==> src/rtl/ext_irq_pkg.sv <==
package ext_irq_pkg;
  localparam int N_PINS      = 4;
  localparam int REG_W       = 32;
  localparam int SENSE_W     = 2;
  localparam int SENSE_LSB0  = 22;  // field lsb of pin 0, moves down 2 per pin
  localparam int EN_BIT0     = 11;  // enable of pin 0, moves down 1 per pin
  localparam int ACK_BIT0    = 27;  // acknowledge of pin 0, moves down 1 per pin
  localparam int MASTER_BIT  = 12;
  localparam int ROUTE_BIT   = 0;

  typedef enum logic [SENSE_W-1:0] {
    SENSE_LVL_HI = 2'd0,
    SENSE_RISE   = 2'd1,
    SENSE_FALL   = 2'd2,
    SENSE_LVL_LO = 2'd3
  } sense_e;

  function automatic logic [REG_W-1:0] stored_mask();
    logic [REG_W-1:0] m;
    m = '0;
    for (int n = 0; n < N_PINS; n++) begin
      m[SENSE_LSB0-SENSE_W*n +: SENSE_W] = '1;
      m[EN_BIT0-n] = 1'b1;
    end
    m[MASTER_BIT] = 1'b1;
    m[ROUTE_BIT]  = 1'b1;
    return m;
  endfunction

  function automatic logic [REG_W-1:0] ack_mask();
    logic [REG_W-1:0] m;
    m = '0;
    for (int n = 0; n < N_PINS; n++) m[ACK_BIT0-n] = 1'b1;
    return m;
  endfunction
endpackage

==> src/rtl/ext_irq_sync.sv <==
module ext_irq_sync #(
  parameter int WIDTH = 4
) (
  input  logic             clk,
  input  logic             rst_n,
  input  logic [WIDTH-1:0] async_i,
  output logic [WIDTH-1:0] sync_o
);
  logic [WIDTH-1:0] meta_q;
  logic [WIDTH-1:0] stable_q;

  always_ff @(posedge clk or negedge rst_n) begin
    if (!rst_n) begin
      meta_q   <= '0;
      stable_q <= '0;
    end else begin
      meta_q   <= async_i;
      stable_q <= meta_q;
    end
  end

  assign sync_o = stable_q;
endmodule

==> src/rtl/ext_irq_ctrl_reg.sv <==
module ext_irq_ctrl_reg
  import ext_irq_pkg::*;
(
  input  logic                          clk,
  input  logic                          rst_n,
  input  logic                          wr_en,
  input  logic [REG_W-1:0]              wr_data,
  output logic [REG_W-1:0]              rd_data,
  output logic [N_PINS-1:0][SENSE_W-1:0] sense_o,
  output logic [N_PINS-1:0]             en_o,
  output logic [N_PINS-1:0]             ack_o,
  output logic                          master_o,
  output logic                          route_o
);
  localparam logic [REG_W-1:0] KEEP_MASK = stored_mask();
  localparam logic [REG_W-1:0] USED_MASK = stored_mask() | ack_mask();

  logic [N_PINS-1:0][SENSE_W-1:0] sense_q;
  logic [N_PINS-1:0]              en_q;
  logic                           master_q;
  logic                           route_q;

  always_ff @(posedge clk or negedge rst_n) begin
    if (!rst_n) begin
      sense_q  <= '0;
      en_q     <= '0;
      master_q <= 1'b0;
      route_q  <= 1'b0;
    end else if (wr_en) begin
      for (int n = 0; n < N_PINS; n++) begin
        sense_q[n] <= wr_data[SENSE_LSB0-SENSE_W*n +: SENSE_W];
        en_q[n]    <= wr_data[EN_BIT0-n];
      end
      master_q <= wr_data[MASTER_BIT];
      route_q  <= wr_data[ROUTE_BIT];
    end
  end

  always_comb begin
    rd_data = '0;
    for (int n = 0; n < N_PINS; n++) begin
      rd_data[SENSE_LSB0-SENSE_W*n +: SENSE_W] = sense_q[n];
      rd_data[EN_BIT0-n] = en_q[n];
      ack_o[n] = wr_en & wr_data[ACK_BIT0-n];
    end
    rd_data[MASTER_BIT] = master_q;
    rd_data[ROUTE_BIT]  = route_q;
  end

  assign sense_o  = sense_q;
  assign en_o     = en_q;
  assign master_o = master_q;
  assign route_o  = route_q;

  logic unused_wdata;
  assign unused_wdata = ^(wr_data & ~USED_MASK);

  AST_WRITE_STORES: assert property (@(posedge clk) disable iff (!rst_n)
    wr_en |=> rd_data == ($past(wr_data) & KEEP_MASK));
endmodule

==> src/rtl/ext_irq_lane.sv <==
module ext_irq_lane
  import ext_irq_pkg::*;
(
  input  logic   clk,
  input  logic   rst_n,
  input  logic   lvl_i,
  input  logic   en_i,
  input  sense_e sense_i,
  input  logic   ack_i,
  output logic   req_o
);
  logic prev_q;
  logic latch_q;
  logic edge_hit;

  always_comb begin
    unique case (sense_i)
      SENSE_RISE: edge_hit = en_i & lvl_i & ~prev_q;
      SENSE_FALL: edge_hit = en_i & ~lvl_i & prev_q;
      default:    edge_hit = 1'b0;
    endcase
  end

  always_ff @(posedge clk or negedge rst_n) begin
    if (!rst_n) begin
      prev_q  <= 1'b0;
      latch_q <= 1'b0;
    end else begin
      prev_q  <= lvl_i;
      latch_q <= en_i & (edge_hit | (latch_q & ~ack_i));
    end
  end

  always_comb begin
    unique case (sense_i)
      SENSE_LVL_HI: req_o = en_i & lvl_i;
      SENSE_LVL_LO: req_o = en_i & ~lvl_i;
      default:      req_o = en_i & latch_q;
    endcase
  end

  AST_ACK_CLEARS: assert property (@(posedge clk) disable iff (!rst_n)
    (ack_i && !edge_hit) |=> !latch_q);
  AST_EDGE_HOLDS: assert property (@(posedge clk) disable iff (!rst_n)
    (latch_q && en_i && !ack_i) |=> latch_q);
  AST_LATCH_NEEDS_EDGE: assert property (@(posedge clk) disable iff (!rst_n)
    $rose(latch_q) |-> ($past(lvl_i) != $past(prev_q)));
  AST_DISABLED_FORGETS: assert property (@(posedge clk) disable iff (!rst_n)
    !en_i |=> !latch_q);
endmodule

==> src/rtl/ext_irq_sense_unit.sv <==
module ext_irq_sense_unit
  import ext_irq_pkg::*;
(
  input  logic              clk,
  input  logic              rst_n,
  input  logic [N_PINS-1:0] irq_pin,
  input  logic              wr_en,
  input  logic [REG_W-1:0]  wr_data,
  output logic [REG_W-1:0]  rd_data,
  output logic              crit_req,
  output logic [N_PINS-2:0] main_req
);
  logic [N_PINS-1:0]              pin_sync;
  logic [N_PINS-1:0][SENSE_W-1:0] sense;
  logic [N_PINS-1:0]              en;
  logic [N_PINS-1:0]              ack;
  logic [N_PINS-1:0]              lane_req;
  logic                           master_en;
  logic                           route_norm;

  ext_irq_sync #(.WIDTH(N_PINS)) u_sync (
    .clk     (clk),
    .rst_n   (rst_n),
    .async_i (irq_pin),
    .sync_o  (pin_sync)
  );

  ext_irq_ctrl_reg u_ctrl (
    .clk      (clk),
    .rst_n    (rst_n),
    .wr_en    (wr_en),
    .wr_data  (wr_data),
    .rd_data  (rd_data),
    .sense_o  (sense),
    .en_o     (en),
    .ack_o    (ack),
    .master_o (master_en),
    .route_o  (route_norm)
  );

  for (genvar n = 0; n < N_PINS; n++) begin : g_lane
    ext_irq_lane u_lane (
      .clk     (clk),
      .rst_n   (rst_n),
      .lvl_i   (pin_sync[n]),
      .en_i    (en[n]),
      .sense_i (sense_e'(sense[n])),
      .ack_i   (ack[n]),
      .req_o   (lane_req[n])
    );
  end

  assign crit_req = master_en & route_norm & lane_req[0];
  assign main_req = {(N_PINS-1){master_en}} & lane_req[N_PINS-1:1];

  AST_MASTER_GATE: assert property (@(posedge clk) disable iff (!rst_n)
    !rd_data[MASTER_BIT] |-> (!crit_req && main_req == '0));
  AST_CRIT_ROUTE: assert property (@(posedge clk) disable iff (!rst_n)
    !rd_data[ROUTE_BIT] |-> !crit_req);
endmodule

==> config.mk <==
export PLATFORM = sky130hd
export DESIGN_NAME = ext_irq_sense_unit
export DESIGN_NICKNAME = d
export VERILOG_FILES = /design/src/rtl/ext_irq_pkg.sv /design/src/rtl/ext_irq_sync.sv /design/src/rtl/ext_irq_ctrl_reg.sv /design/src/rtl/ext_irq_lane.sv /design/src/rtl/ext_irq_sense_unit.sv
export SDC_FILE = /design/constraint.sdc
export NUM_CORES = 1
export LEC_CHECK = 0
export BUFFER_PORTS_ARGS = -buffer_cell sky130_fd_sc_hd__buf_4
export CELL_PAD_IN_SITES_DETAIL_PLACEMENT = 0
export CELL_PAD_IN_SITES_GLOBAL_PLACEMENT = 1
export CORE_MARGIN = 2
export CORE_UTILIZATION = 38
export DETAILED_ROUTE_END_ITERATION = 8
export HOLD_SLACK_MARGIN = 0.05
export MAX_ROUTING_LAYER = met4
export PLACE_DENSITY_LB_ADDON = 0.1
export SKIP_CTS_REPAIR_TIMING = 1
export SYNTH_ARGS = -nofsm -noshare
export SYNTH_HDL_FRONTEND = slang
export SYNTH_HIERARCHICAL = 1
export SYNTH_SLANG_ARGS = --single-unit
==> constraint.sdc <==
create_clock -name clk -period 4.4 [get_ports clk]
set_input_delay 0.66 -clock clk [delete_from_list [all_inputs] [get_ports clk]]
set_output_delay 0.66 -clock clk [all_outputs]
set_load 0.005 [all_outputs]
* Word level (Yosys, flattened, before mapping)
Cells that the tools add are included. W data, S select, Z words.
Operators by class: equal/unequal tests 12, muxes and demuxes 8, bitwise gates (word level) 51, reduce and logical (&&, ||, !) cells 4
Operator list (number):
- $and A1 B1 Y1 | 34
- $eq A2 B2 Y1 const B | 8
- $pmux W1 S2 | 8
- $not A1 Y1 | 12
- $eq A2 B1 Y1 const B | 4
- $logic_not A2 Y1 | 4
- $or A1 B1 Y1 | 4
- $and A3 B3 Y3 | 1
Word-level totals: bits in registers 30, input bits 39, output and inout bits 36, word-level logic and storage cells 92

* Longest topological paths before layout
Gate-level depths: netlist of run 1.
word-level depth 6, depth in mapped cells 7, depth with buffers taken out 6

* By module
Netlist of run 1, hierarchy kept.
Modules (own cells, without submodules):
- ext_irq_ctrl_reg | times used 1, cells an instance 67, area an instance 835.8 µm², sequential area each 350.3 µm²
- ext_irq_lane | times used 4, cells an instance 18, area an instance 165.2 µm², sequential area each 50.0 µm²
- ext_irq_sync | times used 1, cells an instance 8, area an instance 200.2 µm², sequential area each 200.2 µm²
- ext_irq_sense_unit | times used 1, cells an instance 4, area an instance 27.5 µm², sequential area each 0.0 µm²

* Least setup slack after synthesis of run 1
OpenSTA, ideal clock, no wires.
path type reg-to-output, from register u_ctrl.sense_q, in the netlist u_ctrl/rd_data[20], to output port main_req[0], arrival 1.268 ns, required time 3.740 ns, path slack 2.472 ns, stages on the path, launching flop included 8, path buffers 1, cell sequence dfrtp_1 -> buf_4 -> inv_1 -> ha_1 -> nand2_1 -> o21ai_0 -> and2_1 -> and2_2
Between the ends: word-level cells in the longest chain between the ends 3, elaborated cells between the ends (all ways) 4, classes of those cells eq/ne: 1; mux: 1; bitwise: 1; reduce/logical: 1
Ends and longest elaborated chain:
- from (decl) | line ext_irq_ctrl_reg.sv:18 | logic [N_PINS-1:0][SENSE_W-1:0] sense_q;
- from (signal, indexed assignment) | line ext_irq_ctrl_reg.sv:31 | sense_q[n] <= wr_data[SENSE_LSB0-SENSE_W*n +: SENSE_W];
- $eq A2 B2 Y1 / $logic_not A2 Y1 (equally long branches) | line ext_irq_lane.sv:35 | unique case (sense_i)
- $pmux W1 S2 (*) | line ext_irq_lane.sv:35
- net lane_req[1] | line ext_irq_sense_unit.sv:17 | logic [N_PINS-1:0] lane_req;
- $and A3 B3 Y3 (*) | line ext_irq_sense_unit.sv:54 | assign main_req = {(N_PINS-1){master_en}} & lane_req[N_PINS-1:1];
- to (decl) | line ext_irq_sense_unit.sv:11 | output logic [N_PINS-2:0] main_req
Mark *: on every way through the listed nets, which the timed path passes. The rest lies on a longest branch.

* Worst setup path in the final report of run 1
from register u_ctrl.sense_q, in the netlist u_ctrl/rd_data[16], to output port main_req[2]
The elaborated chain is that of the path after synthesis.

==> impl_metrics.json, run 1 <==
{
  "outcome": "complete, no violations",
  "wirelength_um": 2680,
  "area_delta_synth_final_pct": 15.3,
  "switching_share_pct": 25.1,
  "power_density_nw_per_um2": 327,
  "fin_crit_ns": 2.36,
  "overflow": 0,
  "setup_viol": 0,
  "drcViolationCount": 0,
  "die_h_um": 71.4,
  "clk_pin_slew_ns": 0.06,
  "p_comb_share_pct": 16.8,
  "num-fill-cells": 423,
  "finalMaxSlewViolations": 0,
  "routed_via_density": 4.32,
  "hp-class": "input port to async pin",
  "synth-edff-count": 0,
  "fin_crit_sh_pct": 53.6,
  "clkLatencyLatePin_ns": 0.27,
  "end_kind": "output pin",
  "intPower_uw": 488,
  "power_uw": 651,
  "cts_tree": "done",
  "grt_pass1_vias": 963,
  "ant_nets": 0,
  "antenna_cells": 0,
  "crit_path_max_fanout": 5,
  "leakage_uw": 0.00106,
  "portBuffers": 42,
  "place_inst": 228,
  "yosys_warnings": 6,
  "fp.dieW_um": 71.4,
  "worstSetupStartpointType": "register",
  "ctsHtreeMaxLevel": 2,
  "ys_top_cells_by_count": "buf_4 (32), dfrtp_1 (30), ha_1 (16)",
  "drt-wirelength-per-cell_um": 11.3,
  "instances_no_fill": 236,
  "grt_pass1_wl_um": 4520,
  "timing.hold.ws_ns": 0.309,
  "cts-root-buf": "clkbuf_8",
  "boundaryPins": 75,
  "ys.flop_type": "dfrtp_1",
  "num_vias": 1020,
  "synth_top_area_share_pct": 43.5,
  "grt_usage_pct": 12.2,
  "firstDrtPassIters": 4,
  "fmax_mhz": 424,
  "syn_area_per_cell_um2": 11.4,
  "core-area_um2": 4350,
  "maxCapViolCount": 0,
  "arrival_ns": 1.70,
  "syn_area_um2": 1720,
  "antenna_found_initial": 0,
  "clkSinkCount": 30,
  "yosysMostFrequentCell": "buf_4",
  "critPathKind": "register to output pin",
  "clockPowerShare_pct": 34.2,
  "synth.distinct_cells": 18,
  "synth_area_leaders": "dfrtp_1 (44%), buf_4 (14%), ha_1 (12%)",
  "setup.worst_path.start": "u_ctrl/rd_data[16]",
  "yosysTopAreaCell": "dfrtp_1",
  "vdd_drop_max_uv": 199,
  "syn_inst": 151,
  "ys_async_sr_fraction_pct": 100,
  "rsz0062_at_grt": "false",
  "drive_gt1_share_pct": 37.5,
  "tns_ns": 0,
  "dp_hpwl_um": 1970,
  "initial_core_util_pct": 39.6,
  "max-clock-path-buffers": 2,
  "grt_max_degree": 31,
  "power_frac_seq_pct": 48.9,
  "die_area_um2": 5090,
  "ys_ff_latch": 30,
  "dr.first_iter.drc_count": 12,
  "cp.required_ns": 3.74,
  "register_area_um2": 751,
  "hold_viol_final": 0,
  "gp_congestion": 0.665,
  "multi_input_area_um2": 721,
  "num_rows": 24,
  "power.switching_uw": 163,
  "ys_seq_area_share_pct": 43.5,
  "nNetsFinal": 238,
  "skew_ns": 0.00243,
  "cts_inserted_buffers": 5,
  "timing.rr.start": "u_ctrl/rd_data[20]"
}
-- cells by family (layout without fill, tap and decap cells) --
| kind of cell | count (synthesis) | in the layout | synth area share [%] |
|---|---|---|---|
| AOI/OAI and AO/OA | 12 | 12 | 4.06 |
| adders and majority gates | 16 | 16 | 11.6 |
| buffers and inverters | 46 | 62 | 18.4 |
| DFF | 30 | 30 | 43.5 |
| muxes | 18 | 18 | 12.8 |
| other | 1 | 18 | 0.217 |
| and+or+nand+nor | 28 | 28 | 9.43 |
-- power by group through the flow --
stage	logic [uW]	registers (uW)	clock network, uW
after floorplan	93.8	315	0
after global placement	110	322	0
after detailed placement	111	324	0
after CTS	112	319	233
after global routing	126	323	247
final	110	318	223
-- stage by stage --
step	area, um^2	setup WS, ns	utilization (%)
after floorplan	1790	2.47	-
final	1990	2.04	45.7
after CTS	1990	2.02	45.7
after detailed placement	1900	2.33	43.6
after global placement	1900	2.34	43.6
after global routing	1990	1.87	45.7
-- layer usage --
metal	wire (um)	GRT usage [%]
met2	1270	18.7
met5	0	-
met4	53	5.03
met3	227	4.92
met1	1130	14.2
-- registers in the layout (all words and copies together) (netlist names) --
register               count
g_lane.u_lane/latch_q      4
g_lane.u_lane/prev_q       4
u_ctrl/en_o                4
u_ctrl/master_o            1
u_ctrl/rd_data             8
u_ctrl/route_o             1
u_sync/meta_q              4
u_sync/sync_o              4
-- layout make-up --
class,count,share of cell area [%]
Sequential cell,30,37.8
Multi-Input combinational cell,92,36.2
Timing Repair Buffer,42,15.9
Clock buffer,7,4.34
Tap cell,52,3.27
Inverter,12,2.27
Clock inverter,1,0.252
-- placed cells by master (no fill, tap or decap) --
cell / n
clkinv_2: 1
conb_1: 18
ha_1: 16
and3_1: 1
nand2_1: 12
mux2i_1: 4
buf_4: 42
o22ai_1: 4
mux2_4: 6
and3b_1: 4
a31oi_1: 4
inv_1: 12
clkbuf_1: 1
dfrtp_1: 30
mux2_2: 8
clkbuf_8: 6
and2_2: 6
o21ai_0: 4
and2_1: 5
-- path summary, 6_finish.rpt --
path                                            end  slack, ns  depth (start not counted)
max                                     main_req[2]       2.04                          7
min in group clk                   u_sync/sync_o[0]       0.35                          0
max reg2reg                g_lane[1].u_lane/latch_q       3.15                          5
max in group asynchronous        u_ctrl/rd_data[22]       3.80                          1
min                         g_lane[1].u_lane/prev_q       0.31                          1
min reg2reg                        u_sync/sync_o[0]       0.35                          0
-- critical path, stage by stage (launching register included) --
cell     delay [ns]
dfrtp_1        0.41
inv_1          0.08
ha_1           0.33
nand2_1        0.07
o21ai_0        0.06
and2_1         0.15
and2_2         0.18
buf_4          0.13
No activity file was read; power rests on OpenSTA's default activity.
==> run 2: changes to the inputs <==
--- a/config.mk
+++ b/config.mk
@@ -9,7 +9,7 @@
 export CELL_PAD_IN_SITES_DETAIL_PLACEMENT = 0
 export CELL_PAD_IN_SITES_GLOBAL_PLACEMENT = 1
 export CORE_MARGIN = 2
-export CORE_UTILIZATION = 38
+export CORE_UTILIZATION = 32
 export DETAILED_ROUTE_END_ITERATION = 8
 export HOLD_SLACK_MARGIN = 0.05
 export MAX_ROUTING_LAYER = met4
==> constraint.sdc (replaced) <==
create_clock -name clk -period 2 [get_ports clk]
set_input_delay 0.3 -clock clk [delete_from_list [all_inputs] [get_ports clk]]
set_output_delay 0.3 -clock clk [all_outputs]
set_load 0.005 [all_outputs]
==> impl_metrics.json, run 2 (synthesis gave the netlist of run 1 again) <==
{
  "whs_path_depth": 1,
  "cp_top_family": "flip-flops",
  "r2r_cells": 5,
  "crit_path_max_fanout": 5,
  "fin_crit_ns": 1.91,
  "cts_tree": "done",
  "leakage_uw": 0.00108,
  "gp_congestion": 0.754,
  "fin_crit_sh_pct": 95.3,
  "antenna_cells": 0,
  "instances_no_fill": 260,
  "area_delta_synth_final_pct": 22.7,
  "overflow": 0,
  "worstHoldStart": "irq_pin[3]",
  "ant_nets": 0,
  "wirelength_um": 3090,
  "rsz0062_at_grt": "false",
  "crit_chain": "inv_2 -> ha_4 -> mux2i_1 -> o21ai_1 -> and2_1 -> and2_2 -> buf_4",
  "critPathBufInv": 2,
  "hp-class": "input port to register",
  "fp.dieW_um": 77.4,
  "dr.first_iter.drc_count": 48,
  "clkLatencyLatePin_ns": 0.28,
  "grt_pass1_vias": 1047,
  "grt_usage_pct": 11.3,
  "setup_viol": 0,
  "initial_core_util_pct": 33.5,
  "num_rows": 26,
  "placed_area_um2": 1920,
  "dp_hpwl_um": 2150,
  "power_density_nw_per_um2": 702,
  "fmax_mhz": 525,
  "whs_endpoint": "u_sync/meta_q[3]",
  "skew_ns": 0.00817,
  "vdd_drop_max_uv": 303,
  "max-clock-path-buffers": 2,
  "place_inst": 246,
  "grt_pass1_wl_um": 5090,
  "timing.rr.start": "u_ctrl/rd_data[18]",
  "drcViolationCount": 0,
  "nNetsFinal": 244,
  "firstDrtPassIters": 4,
  "hold_viol_final": 0,
  "crit_slowest_cell": "dfrtp_1",
  "layout_common_cells": "buf_4 (47), dfrtp_1 (24), conb_1 (18)",
  "ctsHtreeMaxLevel": 2,
  "cts_inserted_buffers": 5,
  "num_vias": 1055,
  "drive_gt1_share_pct": 47.4,
  "clk_pin_slew_ns": 0.06,
  "cts-root-buf": "clkbuf_8",
  "final_common_cell": "buf_4",
  "routed_via_density": 4.06,
  "num-fill-cells": 519,
  "die_area_um2": 5990,
  "die_h_um": 77.4,
  "maxCapViolCount": 0,
  "worstSetupStartpointType": "register",
  "clkSinkCount": 30,
  "fin_area_um2": 2120,
  "core-area_um2": 5140,
  "cp.required_ns": 1.70,
  "r2r-end": "g_lane[2].u_lane/latch_q",
  "cpPeakStageDelay_ns": 0.42,
  "largest_register_ffs": 8,
  "arrival_ns": 1.61,
  "place_ws_ns": 0.268,
  "reg2reg_slack_ns": 0.74,
  "fin_ws_ns": 0.0937,
  "boundaryPins": 75,
  "antenna_found_initial": 0,
  "outcome": "complete, no violations",
  "grt_max_degree": 31,
  "drt-wirelength-per-cell_um": 11.9,
  "finalMaxSlewViolations": 0,
  "critPathKind": "register to output pin",
  "portBuffers": 42,
  "end_kind": "output pin",
  "tns_ns": 0
}
==> run 2: worst max-delay path by stage <==
stage	from	to	slack [ns]	cells after the start
2_1_floorplan	u_ctrl/rd_data[20]	main_req[0]	0.43	7
3_3_place_gp	u_ctrl/rd_data[22]	crit_req	0.30	7
3_5_place_dp	u_ctrl/rd_data[22]	crit_req	0.27	7
4_1_cts	u_ctrl/rd_data[22]	crit_req	-0.04	7
5_1_grt	u_ctrl/rd_data[17]	main_req[2]	0.003	7
6_report	u_ctrl/rd_data[17]	main_req[2]	0.09	7
==> run 2: per-layer routing <==
layer | wire length [um] | track usage, % | vias up | share of wire, %
met5 | 0 | - | - | 0
li1 | - | - | 518 | -
met2 | 1510 | 16.9 | 43 | 49
met4 | 48 | 4.82 | 0 | 1.6
met1 | 1330 | 13.8 | 489 | 43
met3 | 197 | 4.19 | 5 | 6.4
==> run 2: cell type report <==
class / count / area [um^2] / area share (%)
Clock buffer: 7 / 86.3 / 4.08
Timing Repair Buffer: 48 / 363 / 17.1
Clock inverter: 1 / 5.00 / 0.237
Sequential cell: 30 / 758 / 35.8
Inverter: 12 / 45.0 / 2.13
Multi-Input combinational cell: 92 / 771 / 36.4
Tap cell: 70 / 87.6 / 4.14
==> run 2: worst register-to-register path, stage by stage (launching register included) <==
cell     delay, ns
dfrtp_1       0.39
inv_1         0.11
ha_1          0.21
and3b_1       0.17
a31oi_1       0.16
o22ai_1       0.11
==> run 2: through the flow <==
stage          utilization [%]  total power [uW]  hold slack (ns)
2_1_floorplan                -               900          0.00441
3_3_place_gp              37.3               953            0.258
3_5_place_dp              37.3               962            0.260
4_1_cts                   39.1              1470          -0.0461
5_1_grt                   41.2              1600            0.105
6_report                  41.2              1490            0.124
==> run 2: power breakdown <==
group          switching, uW  internal (uW)
combinational            116            171
sequential              49.1            655
clock                    217            277
==> run 3: changes to the inputs <==
--- a/config.mk
+++ b/config.mk
@@ -5,11 +5,13 @@
 export SDC_FILE = /design/constraint.sdc
 export NUM_CORES = 1
 export LEC_CHECK = 0
+export ABC_AREA = 1
 export BUFFER_PORTS_ARGS = -buffer_cell sky130_fd_sc_hd__buf_4
 export CELL_PAD_IN_SITES_DETAIL_PLACEMENT = 0
 export CELL_PAD_IN_SITES_GLOBAL_PLACEMENT = 1
 export CORE_MARGIN = 2
-export CORE_UTILIZATION = 32
+export CORE_UTILIZATION = 31
+export CTS_CLUSTER_DIAMETER = 200
 export DETAILED_ROUTE_END_ITERATION = 8
 export HOLD_SLACK_MARGIN = 0.05
 export MAX_ROUTING_LAYER = met4
==> impl_metrics.json, run 3 <==
{
  "ys_ff_latch": 30,
  "power_frac_seq_pct": 48.7,
  "end_kind": "output pin",
  "outcome": "complete, no violations",
  "num_vias": 1305,
  "clk_pin_slew_ns": 0.07,
  "synth_top_area_share_pct": 40.5,
  "skew_ns": 0.00190,
  "fin_crit_ns": 1.83,
  "hold_viol_final": 0,
  "place_ws_ns": 0.473,
  "maxCapViolCount": 0,
  "max-clock-path-buffers": 2,
  "power.switching_uw": 392,
  "overflow": 0,
  "intPower_uw": 1040,
  "critPathKind": "register to output pin",
  "largest_register_ffs": 8,
  "fin_ws_ns": 0.168,
  "grt_max_degree": 31,
  "timing.hold.ws_ns": 0.123,
  "vdd_drop_max_uv": 278,
  "r2r-end": "g_lane[0].u_lane/latch_q",
  "power_density_nw_per_um2": 666,
  "tns_ns": 0,
  "clkLatencyLatePin_ns": 0.28,
  "synth-edff-count": 0,
  "worstSetupStartpointType": "register",
  "wirelength_um": 3290,
  "register_area_um2": 751,
  "syn_area_per_cell_um2": 7.92,
  "initial_core_util_pct": 31.7,
  "crit_chain": "inv_1 -> ha_1 -> nand3_1 -> nand2_1 -> inv_1 -> nor2_1 -> buf_4",
  "area_delta_synth_final_pct": 15.9,
  "cts_tree": "done",
  "setup_viol": 0,
  "final_common_cell": "nand2_1",
  "crit_slowest_cell": "dfrtp_1",
  "timing.rr.start": "u_ctrl/rd_data[22]",
  "drive_gt1_share_pct": 23.6,
  "clockPowerShare_pct": 35.1,
  "boundaryPins": 75,
  "crit_path_max_fanout": 5,
  "dp_hpwl_um": 2390,
  "routed_via_density": 3.82,
  "setup.worst_path.start": "u_ctrl/rd_data[23]",
  "syn_inst": 234,
  "fmax_mhz": 546,
  "die_area_um2": 6610,
  "ctsHtreeMaxLevel": 2,
  "synth_area_leaders": "dfrtp_1 (41%), nand2_1 (19%), buf_4 (13%)",
  "cts-root-buf": "clkbuf_8",
  "grt_pass1_vias": 1260,
  "num-fill-cells": 619,
  "core-area_um2": 5850,
  "grt_usage_pct": 11.9,
  "nNetsFinal": 321,
  "yosys_warnings": 6,
  "crit_top_cell": "inv_1",
  "cpPeakStageDelay_ns": 0.43,
  "ys_async_sr_fraction_pct": 100,
  "die_h_um": 81.3,
  "multi_input_area_um2": 742,
  "antenna_found_initial": 0,
  "p_comb_share_pct": 16.2,
  "leakage_uw": 0.00132,
  "synth.distinct_cells": 16,
  "grt_pass1_wl_um": 5670,
  "yosysTopAreaCell": "dfrtp_1",
  "layout_common_cells": "nand2_1 (93), buf_4 (42), inv_1 (32)",
  "cts_inserted_buffers": 5,
  "num_rows": 28,
  "ys_seq_area_share_pct": 40.5,
  "ys_top_cells_by_count": "nand2_1 (93), buf_4 (32), inv_1 (32)",
  "gp_congestion": 0.735,
  "syn_area_um2": 1850,
  "firstDrtPassIters": 4,
  "fin_crit_sh_pct": 91.6,
  "clkSinkCount": 30,
  "r2r_cells": 8,
  "drcViolationCount": 0,
  "cp.required_ns": 1.70,
  "crit_end": "crit_req",
  "finalMaxSlewViolations": 0,
  "yosysMostFrequentCell": "nand2_1",
  "dr.first_iter.drc_count": 58,
  "drt-wirelength-per-cell_um": 9.61,
  "reg2reg_slack_ns": 0.90,
  "arrival_ns": 1.53,
  "fp.dieW_um": 81.3,
  "ys.flop_type": "dfrtp_1",
  "ant_nets": 0,
  "portBuffers": 42,
  "antenna_cells": 0,
  "hp-class": "input port to register",
  "rsz0062_at_grt": "false",
  "switching_share_pct": 27.4
}
-- run 3: per-layer routing --
layer  wire [um]  vias to the layer above  track usage (%)
met4          57                        0             5.08
met2        1530                       36             18.4
met3         185                        6             3.44
li1            -                      692                -
met1        1520                      571             14.4
met5           0                        -                -
-- run 3: metrics by stage --
stage          util [%]  total power, uW  cell area, um^2  instances
3_5_place_dp       35.0              943             2050        333
2_1_floorplan         -              886             1920        251
6_report           36.7             1430             2150        342
4_1_cts            36.5             1460             2140        341
3_3_place_gp       35.0              942             2050        333
5_1_grt            36.7             1540             2150        342
-- run 3: worst min-delay path by stage --
stage / end / startpoint / cells past startpoint / slack (ns)
5_1_grt: u_sync/meta_q[0] / irq_pin[0] / 1 / 0.11
3_3_place_gp: g_lane[1].u_lane/prev_q / rst_n / 1 / 0.26
6_report: u_sync/meta_q[0] / irq_pin[0] / 1 / 0.12
3_5_place_dp: u_sync/sync_o[1] / rst_n / 1 / 0.26
2_1_floorplan: g_lane[0].u_lane/latch_q / rst_n / 0 / 0.004
4_1_cts: u_ctrl/rd_data[22] / rst_n / 1 / -0.05
-- run 3: power by group through the flow --
stage	clock network [uW]	logic, uW	registers [uW]
6_report	502	231	696
5_1_grt	562	275	705
2_1_floorplan	0	195	691
4_1_cts	530	236	698
3_3_place_gp	0	233	709
3_5_place_dp	0	234	709
-- run 3: cell type report --
type                       instances  share of cell area, %
clock inverter                     1                  0.233
sequential                        30                   35.0
multi-input combinational        149                   34.6
inverter                          37                   6.70
timing repair buffer              43                   15.2
tap                               75                   4.37
clock buffer                       7                   4.02
-- run 3: logic make-up (layout without fill, tap and decap cells) --
logic type	Yosys count	after routing	share of synthesized area [%]
other	1	18	0.202
buffers and inverters	72	88	22.9
AND/OR/NAND/NOR	115	115	25.6
flip-flops	30	30	40.5
adder cells (fa/ha/maj)	16	16	10.8
-- run 3: worst max-delay path, delay by kind of cell, from the launching register on --
family	cells	cell delay (ns)
buf+inv	3	0.25
fa+ha+maj	1	0.32
simple gates	3	0.25
flops	1	0.43
